[src/rtl/sv39_walker.sv]
module sv39_walker #(
  parameter int PA_W     = 56,
  parameter int VA_W     = 39,
  parameter int PTE_W    = 64,
  parameter int LVL_BITS = 9,
  parameter int PG_BITS  = 12,
  parameter int TOP_LVL  = 2
) (
  input  logic              clk,
  input  logic              rst_n,
  input  logic              start,
  input  logic [VA_W-1:0]   vaddr,
  input  logic [PA_W-1:0]   root_base,
  input  logic [1:0]        start_level,
  input  logic [1:0]        acc_type,
  input  logic              priv_user,
  input  logic              mxr,
  input  logic              sum,
  input  logic              global_in,
  output logic              mem_req,
  output logic [PA_W-1:0]   mem_addr,
  input  logic              mem_rsp_valid,
  input  logic              mem_rsp_err,
  input  logic [PTE_W-1:0]  mem_rsp_data,
  output logic              busy,
  output logic              done,
  output logic              fault,
  output logic [1:0]        fault_code,
  output logic [PA_W-1:0]   paddr,
  output logic [PTE_W-1:0]  leaf_pte,
  output logic [PA_W-1:0]   pte_addr,
  output logic [1:0]        leaf_level,
  output logic              global_out
);
  localparam int VPN_W   = VA_W - PG_BITS;
  localparam int PPN_W   = PA_W - PG_BITS;
  localparam int PPN_LSB = 10;
  localparam logic [1:0] F_ACC = 2'd0, F_INV = 2'd1, F_PERM = 2'd2, F_MIS = 2'd3;

  typedef enum logic [1:0] {S_IDLE, S_REQ, S_WAIT} st_t;
  st_t st;

  logic [1:0]       lvl;
  logic [PA_W-1:0]  base;
  logic [VA_W-1:0]  va_q;
  logic [1:0]       acc_q;
  logic             usr_q, mxr_q, sum_q, glob_q;

  logic [VPN_W-1:0]    vpn;
  logic [PPN_W-1:0]    vpn_x, ppn, mask, ppn_out;
  logic [4:0]          sh;
  logic [LVL_BITS-1:0] idx;
  logic v, r, w, x, u, g;
  logic invalid, is_ptr, perm_ok, misal;

  assign vpn     = va_q[VA_W-1:PG_BITS];
  assign vpn_x   = PPN_W'(vpn);
  assign sh      = 5'(lvl) * 5'(LVL_BITS);
  assign idx     = LVL_BITS'(vpn >> sh);
  assign mem_addr = base + PA_W'({idx, 3'b000});
  assign mem_req = (st == S_REQ);
  assign busy    = (st != S_IDLE);

  assign {g, u, x, w, r, v} = mem_rsp_data[5:0];
  assign ppn     = mem_rsp_data[PPN_LSB +: PPN_W];
  assign mask    = (PPN_W'(1) << sh) - PPN_W'(1);
  assign misal   = |(ppn & mask);
  assign ppn_out = ppn | (vpn_x & mask);
  assign invalid = !v || (w && !r);
  assign is_ptr  = !r && !w && !x;

  always_comb begin
    case (acc_q)
      2'd0:    perm_ok = r || (mxr_q && x);
      2'd1:    perm_ok = w;
      2'd2:    perm_ok = x;
      default: perm_ok = 1'b0;
    endcase
    if (usr_q)  perm_ok = perm_ok && u;
    else if (u) perm_ok = perm_ok && sum_q && (acc_q != 2'd2);
  end

  logic       fin, fin_fault, descend;
  logic [1:0] fin_code;
  always_comb begin
    fin = 1'b0; fin_fault = 1'b1; fin_code = F_ACC; descend = 1'b0;
    if (st == S_WAIT && mem_rsp_valid) begin
      fin = 1'b1;
      if (mem_rsp_err)     fin_code = F_ACC;
      else if (invalid)    fin_code = F_INV;
      else if (is_ptr) begin
        if (lvl != 2'd0) begin fin = 1'b0; descend = 1'b1; end
        else fin_code = F_INV;
      end
      else if (!perm_ok)   fin_code = F_PERM;
      else if (misal)      fin_code = F_MIS;
      else                 fin_fault = 1'b0;
    end
  end

  always_ff @(posedge clk or negedge rst_n) begin
    if (!rst_n) begin
      st <= S_IDLE; lvl <= '0; base <= '0; va_q <= '0; acc_q <= '0;
      usr_q <= 1'b0; mxr_q <= 1'b0; sum_q <= 1'b0; glob_q <= 1'b0;
      done <= 1'b0; fault <= 1'b0; fault_code <= '0; paddr <= '0;
      leaf_pte <= '0; pte_addr <= '0; leaf_level <= '0; global_out <= 1'b0;
    end else begin
      done <= 1'b0;
      case (st)
        S_IDLE: if (start) begin
          st     <= S_REQ;
          lvl    <= (start_level > 2'(TOP_LVL)) ? 2'(TOP_LVL) : start_level;
          base   <= root_base;
          va_q   <= vaddr;
          acc_q  <= acc_type;
          usr_q  <= priv_user;
          mxr_q  <= mxr;
          sum_q  <= sum;
          glob_q <= global_in;
        end
        S_REQ: st <= S_WAIT;
        S_WAIT: begin
          if (descend) begin
            st     <= S_REQ;
            lvl    <= lvl - 2'd1;
            base   <= {ppn, {PG_BITS{1'b0}}};
            glob_q <= glob_q | g;
          end else if (fin) begin
            st         <= S_IDLE;
            done       <= 1'b1;
            fault      <= fin_fault;
            fault_code <= fin_fault ? fin_code : 2'd0;
            paddr      <= fin_fault ? '0 : {ppn_out, va_q[PG_BITS-1:0]};
            leaf_pte   <= mem_rsp_data;
            pte_addr   <= mem_addr;
            leaf_level <= lvl;
            global_out <= glob_q | (g && !mem_rsp_err);
          end
        end
        default: st <= S_IDLE;
      endcase
    end
  end


  single_req_chk: assert property (@(posedge clk) disable iff (!rst_n)
    mem_req |=> !mem_req);

  done_pulse_chk: assert property (@(posedge clk) disable iff (!rst_n)
    done |=> !done);

  busy_hold_chk: assert property (@(posedge clk) disable iff (!rst_n)
    (busy && !done && !(st == S_WAIT && mem_rsp_valid)) |=> busy);

  first_req_chk: assert property (@(posedge clk) disable iff (!rst_n)
    $rose(busy) |-> mem_req);

  mis_level_chk: assert property (@(posedge clk) disable iff (!rst_n)
    (done && fault && fault_code == F_MIS) |-> leaf_level != 2'd0);

  ok_offset_chk: assert property (@(posedge clk) disable iff (!rst_n)
    (done && !fault) |-> paddr[PG_BITS-1:0] == va_q[PG_BITS-1:0]);
endmodule

[config.mk]
export PLATFORM = sky130hd
export DESIGN_NAME = sv39_walker
export DESIGN_NICKNAME = d
export VERILOG_FILES = /design/src/rtl/sv39_walker.sv
export SDC_FILE = /design/constraint.sdc
export NUM_CORES = 1
export LEC_CHECK = 0
export BUFFER_PORTS_ARGS = -buffer_cell sky130_fd_sc_hd__buf_2
export CORE_MARGIN = 3
export CORE_UTILIZATION = 30
export DETAILED_ROUTE_END_ITERATION = 7
export GPL_TIMING_DRIVEN = 0
export HOLD_SLACK_MARGIN = 0.05
export RECOVER_POWER = 25
export SYNTH_ARGS = -nofsm -noshare
export SYNTH_HDL_FRONTEND = slang
export SYNTH_SLANG_ARGS = --single-unit
[constraint.sdc]
create_clock -name clk -period 11.4 [get_ports clk]
set_clock_uncertainty 0.15 [all_clocks]
set_input_delay 1.14 -clock clk [delete_from_list [all_inputs] [get_ports clk]]
set_output_delay 1.14 -clock clk [all_outputs]
set_load 0.01 [all_outputs]
==> After elaboration in Yosys (flattened, before gate mapping) <==
Index checks and enable logic that the tools add are counted.
{ "totals": {"mem_bits_ro": 0, "out_inout_bits": 241, "wordCells": 109, "regBits": 288, "memories": 0, "inputBits": 172, "ramBits": 0, "latch_bits": 0} }
{ "op_classes": {"n_mul": 1, "eq_ne": 8, "bitwise_logic": 6, "shifts": 2, "n_lt_le_gt_ge": 1, "n_mux": 45, "addsub": 3, "div": 0, "reduce_logical": 26} }
{ "ops": {"columns": ["cell", "n"], "rows": [
  ["56-bit 2-to-1 mux", 3],
  ["56-bit one-hot mux with 2 select lines", 1],
  ["56-bit by 12-bit adder with 56-bit output", 1],
  ["27-bit by 44-bit AND with 44-bit output", 1],
  ["44-bit AND", 1],
  ["44-bit OR", 1],
  ["44-bit OR reduction", 1],
  ["1-bit by 5-bit << shifter with 44-bit output (first input constant)", 1],
  ["44-bit by 2-bit subtractor with 44-bit output (second input constant)", 1],
  ["27-bit by 5-bit right shift with 9-bit output", 1],
  ["2-bit 2-to-1 mux", 13],
  ["1-bit 2-to-1 mux", 24],
  ["1-bit logical AND", 9],
  ["2-bit inequality test (second input constant)", 3],
  ["2-bit one-hot mux with 3 select lines", 1],
  ["3-bit AND reduction", 2],
  ["2-bit nonzero test", 3],
  ["1-bit logical NOT", 5],
  ["2-bit by 4-bit multiplier with 5-bit output (second input constant)", 1],
  ["2-bit by 1-bit == test with 1-bit output (second input constant)", 2],
  ["2-bit == test (second input constant)", 2],
  ["2-bit logical NOT", 2],
  ["2-bit one-hot mux with 2 select lines", 1],
  ["2-bit AND reduction", 2],
  ["other kinds (8)", 10]
]} }

==> Logic depth before layout (Yosys ltp) <==
Gate-level depths: netlist (run 1).
{ "logic_depth": {"ltp_word": 13, "depth_mapped": 13, "mapped_depth_nobuf": 12} }

==> Least setup slack after synthesis (run 1) <==
Ideal clock, no wire load.
{ "synth_timing": {"path_kind": "flip-flop to output port", "startpoint": "register lvl[1]", "endpoint": "output mem_addr[51]", "setup_slack_ps": 6865, "stages_incl_launch_ff": 13, "t_arrival_ps": 3245, "required_time_ps": 10110, "n_path_buf": 2, "cell_sequence": "dfrtp_1 > clkbuf_1 > buf_1 > mux2i_1 > o21ai_0 > ha_1 > fa_1 > a21o_1 > nand4_1 > a211oi_1 > o2111ai_1 > or4_1 > nand2_1"} }
{ "synth_via": {"elab_chain_len": 3} }
{ "synth_lines": {"columns": ["item", "line_no", "source"], "rows": [
  ["start: declaration", "43", "logic [1:0] lvl;"],
  ["start signal: assignment", "112", "lvl <= (start_level > 2'(TOP_LVL)) ? 2'(TOP_LVL) : start_level;"],
  ["start signal: assignment", "125", "lvl <= lvl - 2'd1;"],
  ["2-bit by 4-bit multiplier with 5-bit output", "58", "assign sh = 5'(lvl) * 5'(LVL_BITS);"],
  ["27-bit by 5-bit right shift with 9-bit output", "59", "assign idx = LVL_BITS'(vpn >> sh);"],
  ["56-bit by 12-bit adder with 56-bit output", "60", "assign mem_addr = base + PA_W'({idx, 3'b000});"],
  ["end: declaration", "21", "output logic [PA_W-1:0] mem_addr,"]
]} }
No other way between the ends.

==> Final worst setup path (run 1) <==
{ "layout_timing": {"startpoint": "register lvl[1]", "endpoint": "output mem_addr[45]"} }
Same word-level chain as after synthesis.

==> results of run 1 <==
-- synthesized netlist by cell type, drive strengths merged, types with 23 or more instances --
| master | n |
|---|---|
| a22o | 28 |
| o21ai | 56 |
| dfrtp | 288 |
| xor2 | 24 |
| a21oi | 39 |
| nor2 | 73 |
| mux2 | 85 |
| xnor2 | 26 |
| nand3 | 23 |
| nand2 | 395 |
| clkbuf | 62 |
| a31oi | 53 |
-- logic make-up (layout without fill, tap and decap cells) --
logic type | Yosys count | count (layout) | synth area share (%)
simple gates | 564 | 564 | 17.80
flops | 288 | 288 | 54.55
compound gates | 235 | 235 | 11.63
buf+inv | 98 | 572 | 3.021
mux | 94 | 94 | 7.927
xor+xnor | 50 | 50 | 3.315
fa+ha+maj | 18 | 18 | 1.762
other cells | 0 | 4 | 0
-- registers in the layout, summed over array words and instances, names as in the netlist, 2 cells and up --
register / flops
acc_q: 2
base: 56
fault_code: 2
leaf_level: 2
leaf_pte: 64
lvl: 2
paddr: 56
pte_addr: 56
st: 2
va_q: 39
-- power groups by stage --
| stage | clock, mW | sequential, mW | combinational [mW] |
|---|---|---|---|
| after floorplan | 0 | 1.77 | 1.17 |
| after global placement | 0 | 1.74 | 2.16 |
| after detailed placement | 0 | 1.76 | 2.20 |
| after CTS | 1.12 | 1.74 | 2.20 |
| after global routing | 1.17 | 1.80 | 2.38 |
| final | 1.10 | 1.75 | 2.17 |
-- how the worst min path moves through the flow --
| stage | slack [ns] | from | endpoint |
|---|---|---|---|
| 4_1_cts | 0.32 | leaf_pte[14] | leaf_pte[14] |
| 3_3_place_gp | 0.30 | leaf_pte[46] | leaf_pte[46] |
| 3_5_place_dp | 0.31 | leaf_pte[14] | leaf_pte[14] |
| 6_report | 0.32 | leaf_pte[48] | leaf_pte[48] |
| 2_1_floorplan | 0.30 | base[10] | base[10] |
| 5_1_grt | 0.34 | leaf_pte[23] | leaf_pte[23] |
-- worst max-delay path, delay by kind of cell (launching register included) --
kind	cells	cell delay, ns
fa+ha+maj	1	0.37
simple gates	3	0.83
buf+inv	3	0.94
mux	1	0.22
compound gates	4	1.98
flops	1	0.44
-- layer usage --
metal / vias to the layer above / part of all wire, % / GRT usage, %
li1: 5539 / - / -
met1: 5936 / 42 / 27.55
met4: 6 / 3.2 / 7.931
met3: 90 / 7.0 / 5.168
met5: - / 0.065 / 0
met2: 429 / 48 / 37.25
-- final cells by class --
class | instances | area (um2)
flip-flops and latches | 288 | 7207
diodes | 4 | 10.01
plain buffers | 78 | 324.1
multi-input cells | 961 | 5605
well taps | 585 | 732.0
clock inverters | 8 | 50.05
clock buffers | 52 | 1072
inverters | 20 | 75.07
fillers | 4320 | 26080
repair buffers | 414 | 2116
==> flow_summary.toml, run 1 <==
[place]
placedInstanceArea_um2 = 16070
place_hpwl_mm = 40.85
dp_slack_ns = 5.379
gp_congestion = 0.9310
io_buffer_count = 412
dp_cells = 2346

[die]
rows = 76
core_um2 = 43270
die_height_um = 215.9
start_util_pct = 30.53
ios = 413
dieArea_um2 = 46590
die_x_um = 215.9

[pwr]
p_per_area_nw_per_um2 = 291.4
seqPwrFrac_pct = 34.9
cellLeakagePower_nw = 8.426
comb_power_share_pct = 43.2
ir_drop_mv = 0.1480
swShare_pct = 41.94
p_switching_mw = 2.101
finalPower_mw = 5.009
p_int_mw = 2.909
clkPwrFrac_pct = 21.9

[drt]
ant_nets = 0
wirelength_mm = 52.21
drc_errors = 0
via_per_inst = 4.979
wl_per_cell_um = 21.66
drt_first_iter_violations = 919
vias = 12000
drtPass1Iterations = 7

[run_status]
status = "finished, violations left"
violations = "capacitance limit, slew limit"

[setup_path]
crit_slowest_cell = "o21ai_0"
worstPathArrival_ns = 5.33
rr_startpoint = "lvl[1]"
cp-startpoint = "lvl[1]"
cp-start-kind = "flop"
crit_chain = "clkbuf_1 -> buf_1 -> mux2i_1 -> o21ai_0 -> fa_1 -> a21o_1 -> nand4_1 -> a211oi_1 -> o2111ai_1 -> or4_1 -> nand2_1 -> buf_2"
crit_path_end = "mem_addr[45]"
rr_worst_depth = 12
cpPeakStageDelay_ns = 0.69
rr_endpoint = "pte_addr[31]"
critPathCaptureType = "primary output"
cp_max_fo = 10
critPathKind = "reg -> out"
r2r_setup_slack_ns = 6.36
cp_data_required_time_ns = 10.11

[flow_run]
cap_violations = 1

[yosys]
synth-edff-count = 0
async_reset_ff_share_pct = 100.0
ys.flop_type = "dfrtp_1"
netlist_instances = 1347
syn_nets = 1537
ys_seq_area_share_pct = 54.55
avgSynthCellArea_um2 = 9.808
synth-seq-cells = 288
synth_top_cell_by_area = "dfrtp_1"
synthDistinctLibCells = 57
synth_top_area_share_pct = 54.55
synth_area_um2 = 13210
netlist_top_cells_area = "dfrtp_1 (55%), nand2_1 (11%), mux2_2 (7.2%)"
ys_warn_count = 0

[layout]
syn_to_final_growth_pct = 30.13
final_nets = 1988
drive_above_1_share_pct = 31.30
instances_no_fill = 2410
layout_common_cells = "buf_2 (415), nand2_1 (395), dfrtp_1 (288), mux2_2 (85), nor2_1 (73)"
final_cell_area_um2 = 17190
final_core_util_pct = 39.73
layout_commonest_cell = "buf_2"

[clocking]
cts_buffers = 35
cts_resized = 0
cts_setup_buffers = 0
postCtsHoldBufs = 0
path_clk_slew_ns = 0.06
cts_sinks = 288
clk_latency_ns = 0.55
cts_root_buf = "clkbuf_16"
cts.path.max_buffers = 3
cts_tree = "done"
htree_levels = 2

[timing]
post-route-period-util_pct = 58.09
worst_hold_slack_ns = 0.3212
timing.final.ws_setup_ns = 4.777
worst_pin_slew_ns = 5.044
max_slew_margin_pct = -236.3
hold_viol = 0
finalCriticalPeriod_ns = 6.623
fmax_mhz = 151.0
tns_ns = 0
rsz0062_at_grt = "false"
finalMaxSlewViolations = 90
setup_violations = 0

[min_path]
hold_path.class = "reg -> reg"
hold-path-cell-count = 2

[grt]
grt_use_total_pct = 22.02
antenna_found_initial = 7
gr-total-overflow = 0
grt_pass1_vias = 12170
grt_max_degree = 103
grt_pass1_wl_mm = 77.03
Power figures use the tool's default switching activity.
==> run 2: changes to the inputs <==
==> constraint.sdc (replaced) <==
create_clock -name clk -period 6.71 [get_ports clk]
set_clock_uncertainty 0.15 [all_clocks]
set_input_delay 0.671 -clock clk [delete_from_list [all_inputs] [get_ports clk]]
set_output_delay 0.671 -clock clk [all_outputs]
set_load 0.01 [all_outputs]
==> flow_summary.toml, run 2 (synthesis results as in run 1) <==
[run_status]
status = "finished, violations left"
violations = "DRC, capacitance limit, slew limit"

[timing]
timing.final.ws_setup_ns = 0.5211
hold_viol = 0
worst_hold_slack_ns = 0.1718
fmax_mhz = 161.6
setup_violations = 0
post-route-period-util_pct = 92.23
rsz0062_at_grt = "false"
worst_pin_slew_ns = 5.042
tns_ns = 0
max_slew_margin_pct = -236.1
finalMaxSlewViolations = 90
finalCriticalPeriod_ns = 6.189

[setup_path]
path_delay_family = "compound AO/OA/AOI/OAI gates"
cp_max_fo = 10
cp_data_required_time_ns = 5.89
critPathBufInv = 3
worstPathArrival_ns = 5.37
crit_chain = "clkbuf_1 -> buf_1 -> mux2i_1 -> o21ai_0 -> fa_1 -> a21o_1 -> nand4_1 -> a211oi_1 -> o2111ai_1 -> or4_1 -> nand2_1 -> buf_2"
cpPeakStageDelay_ns = 0.69
crit_slowest_cell = "o21ai_0"
critPathKind = "reg -> out"
critPathCaptureType = "primary output"
cp-start-kind = "flop"
r2r_setup_slack_ns = 1.68

[layout]
syn_to_final_growth_pct = 29.15
multi_input_area_um2 = 5605
layout_commonest_cell = "nand2_1"
seqCellArea_um2 = 7207
final_cell_area_um2 = 17060
fillers = 4373
drive_above_1_share_pct = 25.08
regMostFlops = "leaf_pte"
layout_common_cells = "nand2_1 (395), buf_2 (302), dfrtp_1 (288), clkbuf_1 (182), mux2_2 (85)"
largest_reg_flops = 64
final_nets = 1989

[clocking]
clk_latency_ns = 0.55
cts_root_buf = "clkbuf_16"
cts_sinks = 288
cts.path.max_buffers = 3
htree_levels = 2
cts_tree = "done"
cts_buffers = 35
path_clk_slew_ns = 0.05
cts_resized = 0

[pwr]
finalPower_mw = 8.456
swShare_pct = 42.35
p_per_area_nw_per_um2 = 495.6
cellLeakagePower_nw = 8.056
p_int_mw = 4.875
ir_drop_mv = 0.2478
seqPwrFrac_pct = 35.2
p_switching_mw = 3.581
clkPwrFrac_pct = 22.0
comb_power_share_pct = 42.8

[flow_run]
cap_violations = 1

[place]
io_buffer_count = 412
gp_congestion = 0.9310
placedInstanceArea_um2 = 16070
dp_slack_ns = 1.158
place_hpwl_mm = 40.85

[drt]
ant_nets = 0
drtPass1Iterations = 8
drt_first_iter_violations = 900
wl_per_cell_um = 21.66
drc_errors = 5
wirelength_mm = 52.25
via_per_inst = 5.008
vias = 12080

[die]
rows = 76
die_height_um = 215.9
dieArea_um2 = 46590
ios = 413
start_util_pct = 30.53
core_um2 = 43270
die_x_um = 215.9

[grt]
grt_pass1_vias = 12170
antenna_found_initial = 7
grt_max_degree = 103
gr-total-overflow = 0
grt_pass1_wl_mm = 77.05
grt_use_total_pct = 22.02

[min_path]
hold_path.class = "in -> reg"
run 2: cell count changes in the layout (fill, tap and decap cells not counted):
cell           previous run  this run
clkbuf_1                 69       182
dlygate4sd3_1             0         1
buf_2                   415       302
diode_2                   4         5
run 2: worst paths after layout:
| kind | start | to | cells past startpoint |
|---|---|---|---|
| worst max register to register | lvl[1] | pte_addr[31] | 12 |
| worst min register to register | leaf_pte[48] | leaf_pte[48] | 2 |
| max in group asynchronous | rst_n | paddr[47] | 2 |
| worst min-delay path | mem_rsp_data[55] | leaf_pte[55] | 3 |
| worst max-delay path | lvl[1] | mem_addr[45] | 12 |
| min in group asynchronous | rst_n | pte_addr[20] | 2 |
run 2: power groups by stage:
stage          sequential (mW)  combinational (mW)  clock, mW
3_3_place_gp              2.96                3.66          0
2_1_floorplan             3.01                2.00          0
4_1_cts                   2.96                3.74       1.91
6_report                  2.97                3.62       1.86
5_1_grt                   3.07                3.98       1.99
3_5_place_dp              2.99                3.73          0
run 2: through the flow:
step,util [%],cells
after floorplan,-,1347
after global placement,36.99,2344
final,39.44,2412
after global routing,39.43,2411
after CTS,39.76,2407
after detailed placement,37.14,2346
run 2: layer usage:
layer,share of wire [%],wire length [um],GRT usage (%)
met3,7.1,3716,5.168
met4,3.0,1563,7.931
met2,48,25080,37.25
met5,0.078,41,0
met1,42,21850,27.56
run 2: cell type report:
class                           count  share of cell area (%)
Antenna cell                        5                 0.07333
Buffer                             78                   1.899
Clock buffer                       52                   6.284
Clock inverter                      8                  0.2933
Inverter                           20                  0.4400
Multi-Input combinational cell    961                   32.85
Sequential cell                   288                   42.24
Tap cell                          585                   4.290
Timing Repair Buffer              415                   11.63
run 2: tightest hold or removal path, cell delays in order:
cell,delay [ns]
buf_2,0.07
nand2_1,0.04
nand2_1,0.04
run 2: what timing repair did:
| action | CTS | global route |
|---|---|---|
| hold buffers | 1 | 0 |
| hold endpoints to repair | 87 | 0 |
| setup buffers | 0 | 0 |
==> run 3: changes to the inputs <==
--- a/config.mk
+++ b/config.mk
@@ -6,12 +6,14 @@
 export NUM_CORES = 1
 export LEC_CHECK = 0
 export BUFFER_PORTS_ARGS = -buffer_cell sky130_fd_sc_hd__buf_2
+export CORE_ASPECT_RATIO = 0.7
 export CORE_MARGIN = 3
 export CORE_UTILIZATION = 30
 export DETAILED_ROUTE_END_ITERATION = 7
 export GPL_TIMING_DRIVEN = 0
 export HOLD_SLACK_MARGIN = 0.05
 export RECOVER_POWER = 25
+export REMOVE_ABC_BUFFERS = 1
 export SYNTH_ARGS = -nofsm -noshare
 export SYNTH_HDL_FRONTEND = slang
 export SYNTH_SLANG_ARGS = --single-unit
==> flow_summary.toml, run 3 (synthesis results as in run 1) <==
[clocking]
cts.path.max_buffers = 3
htree_levels = 1
cts_tree = "done"
cts_sinks = 288
cts_root_buf = "clkbuf_16"
path_clk_slew_ns = 0.06
clk_latency_ns = 0.58
cts_buffers = 30

[flow_run]
cap_violations = 3

[place]
gp_congestion = 0.8975
io_buffer_count = 412
dp_slack_ns = 0.9036
place_hpwl_mm = 35.88
placedInstanceArea_um2 = 16000

[timing]
max_slew_margin_pct = -151.1
setup_violations = 0
worst_pin_slew_ns = 3.767
fmax_mhz = 163.5
timing.final.ws_setup_ns = 0.5942
post-route-period-util_pct = 91.15
worst_hold_slack_ns = 0.1433
finalCriticalPeriod_ns = 6.116
hold_viol = 0
finalMaxSlewViolations = 210
rsz0062_at_grt = "false"

[min_path]
hp-start = "mem_rsp_data[62]"
hold-path-cell-count = 3
hold_end = "leaf_pte[62]"
hold_path.class = "in -> reg"

[setup_path]
critPathCaptureType = "primary output"
cp-start-kind = "flop"
critPathKind = "reg -> out"
worstPathArrival_ns = 5.29
cp_max_fo = 17
rr_worst_depth = 12
rr_endpoint = "pte_addr[39]"
cp_data_required_time_ns = 5.89
cp-startpoint = "lvl[0]"
rr_startpoint = "lvl[0]"
r2r_setup_slack_ns = 1.78

[drt]
via_per_inst = 5.012
ant_nets = 0
drt_first_iter_violations = 896
vias = 11730
drtPass1Iterations = 5
wirelength_mm = 48.42
drc_errors = 0
wl_per_cell_um = 20.68

[layout]
fillers = 4411
layout_commonest_cell = "buf_2"
final_cell_area_um2 = 17060
largest_reg_flops = 64
final_nets = 1917
syn_to_final_growth_pct = 29.09
drive_above_1_share_pct = 32.74
layout_common_cells = "buf_2 (411), nand2_1 (395), dfrtp_1 (288), mux2_2 (85), nor2_1 (72)"
regMostFlops = "leaf_pte"

[die]
die_height_um = 181.6
die_x_um = 256.8
dieArea_um2 = 46630
ios = 413
start_util_pct = 30.81
rows = 63
core_um2 = 42880

[grt]
grt_pass1_wl_mm = 72.44
grt_use_total_pct = 19.95
grt_pass1_vias = 11680
antenna_found_initial = 12
grt_max_degree = 98
gr-total-overflow = 0

[run_status]
violations = "capacitance limit, slew limit"
status = "finished, violations left"

[pwr]
cellLeakagePower_nw = 8.365
p_per_area_nw_per_um2 = 495.1
ir_drop_mv = 0.3693
## run 3: cell types whose count changed in the layout (fill, tap and decap cells not counted), sizes merged
cell    delta
clkbuf   -184
nand4      +1
buf      +105
bufinv     +6
diode      +1
## run 3: critical path: stages, from the launching register on
cell and delay (ns):
dfrtp_1 0.70, inv_1 0.28, nor2_1 0.57, nand2_1 0.14, o21ai_0 0.17, ha_1 0.31
a21o_1 0.16, a21o_1 0.33, and2_1 0.61, o2111ai_1 0.58, or4_1 0.61, nand2_1 0.10
buf_2 0.13
## run 3: area by class of cell
| cell class | instances | area, um2 | share of cell area, % |
|---|---|---|---|
| Multi-Input combinational cell | 962 | 5658 | 33.17 |
| Inverter | 20 | 82.58 | 0.4842 |
| Antenna cell | 6 | 15.01 | 0.08803 |
| Timing Repair Buffer | 425 | 2285 | 13.40 |
| Clock buffer | 41 | 842.1 | 4.937 |
| Clock inverter | 14 | 234.0 | 1.372 |
| Tap cell | 585 | 732.0 | 4.292 |
| Sequential cell | 288 | 7207 | 42.26 |
## run 3: timing repair
| action | 4_1_cts | 5_1_grt |
|---|---|---|
| setup buffers | 0 | 1 |
| hold buffers | 1 | 0 |
| endpoints found under the setup margin | 0 | 5 |
| endpoints found under the hold margin | 62 | 0 |
| resized for setup | 0 | 1 |
## run 3: where the power goes
| part | internal [mW] | switching (mW) | leakage [nW] |
|---|---|---|---|
| clock network | 1.11 | 0.739 | 0.528 |
| registers | 2.41 | 0.570 | 3.52 |
| logic | 1.44 | 2.18 | 4.31 |
## run 3: worst max-delay path by stage
stage                          endpoint
after global placement    fault_code[0]
after global routing       mem_addr[51]
after CTS                  mem_addr[44]
after floorplan           fault_code[0]
final                      mem_addr[51]
after detailed placement   mem_addr[44]
## run 3: routing by layer
layer	wire length, um	track usage, %
met5	80	0
met1	21310	26.66
met3	3615	5.144
met4	1521	7.159
met2	21900	31.38
## run 3: per-stage QoR
step	instances	setup TNS, ns	total power [mW]	utilization [%]
6_report	2341	0	8.444	39.77
5_1_grt	2340	0	9.031	39.77
4_1_cts	2333	0	8.500	39.84
3_5_place_dp	2277	0	6.605	37.30
3_3_place_gp	2266	-1580.86	6.482	36.57
2_1_floorplan	1269	-115.58	4.961	-
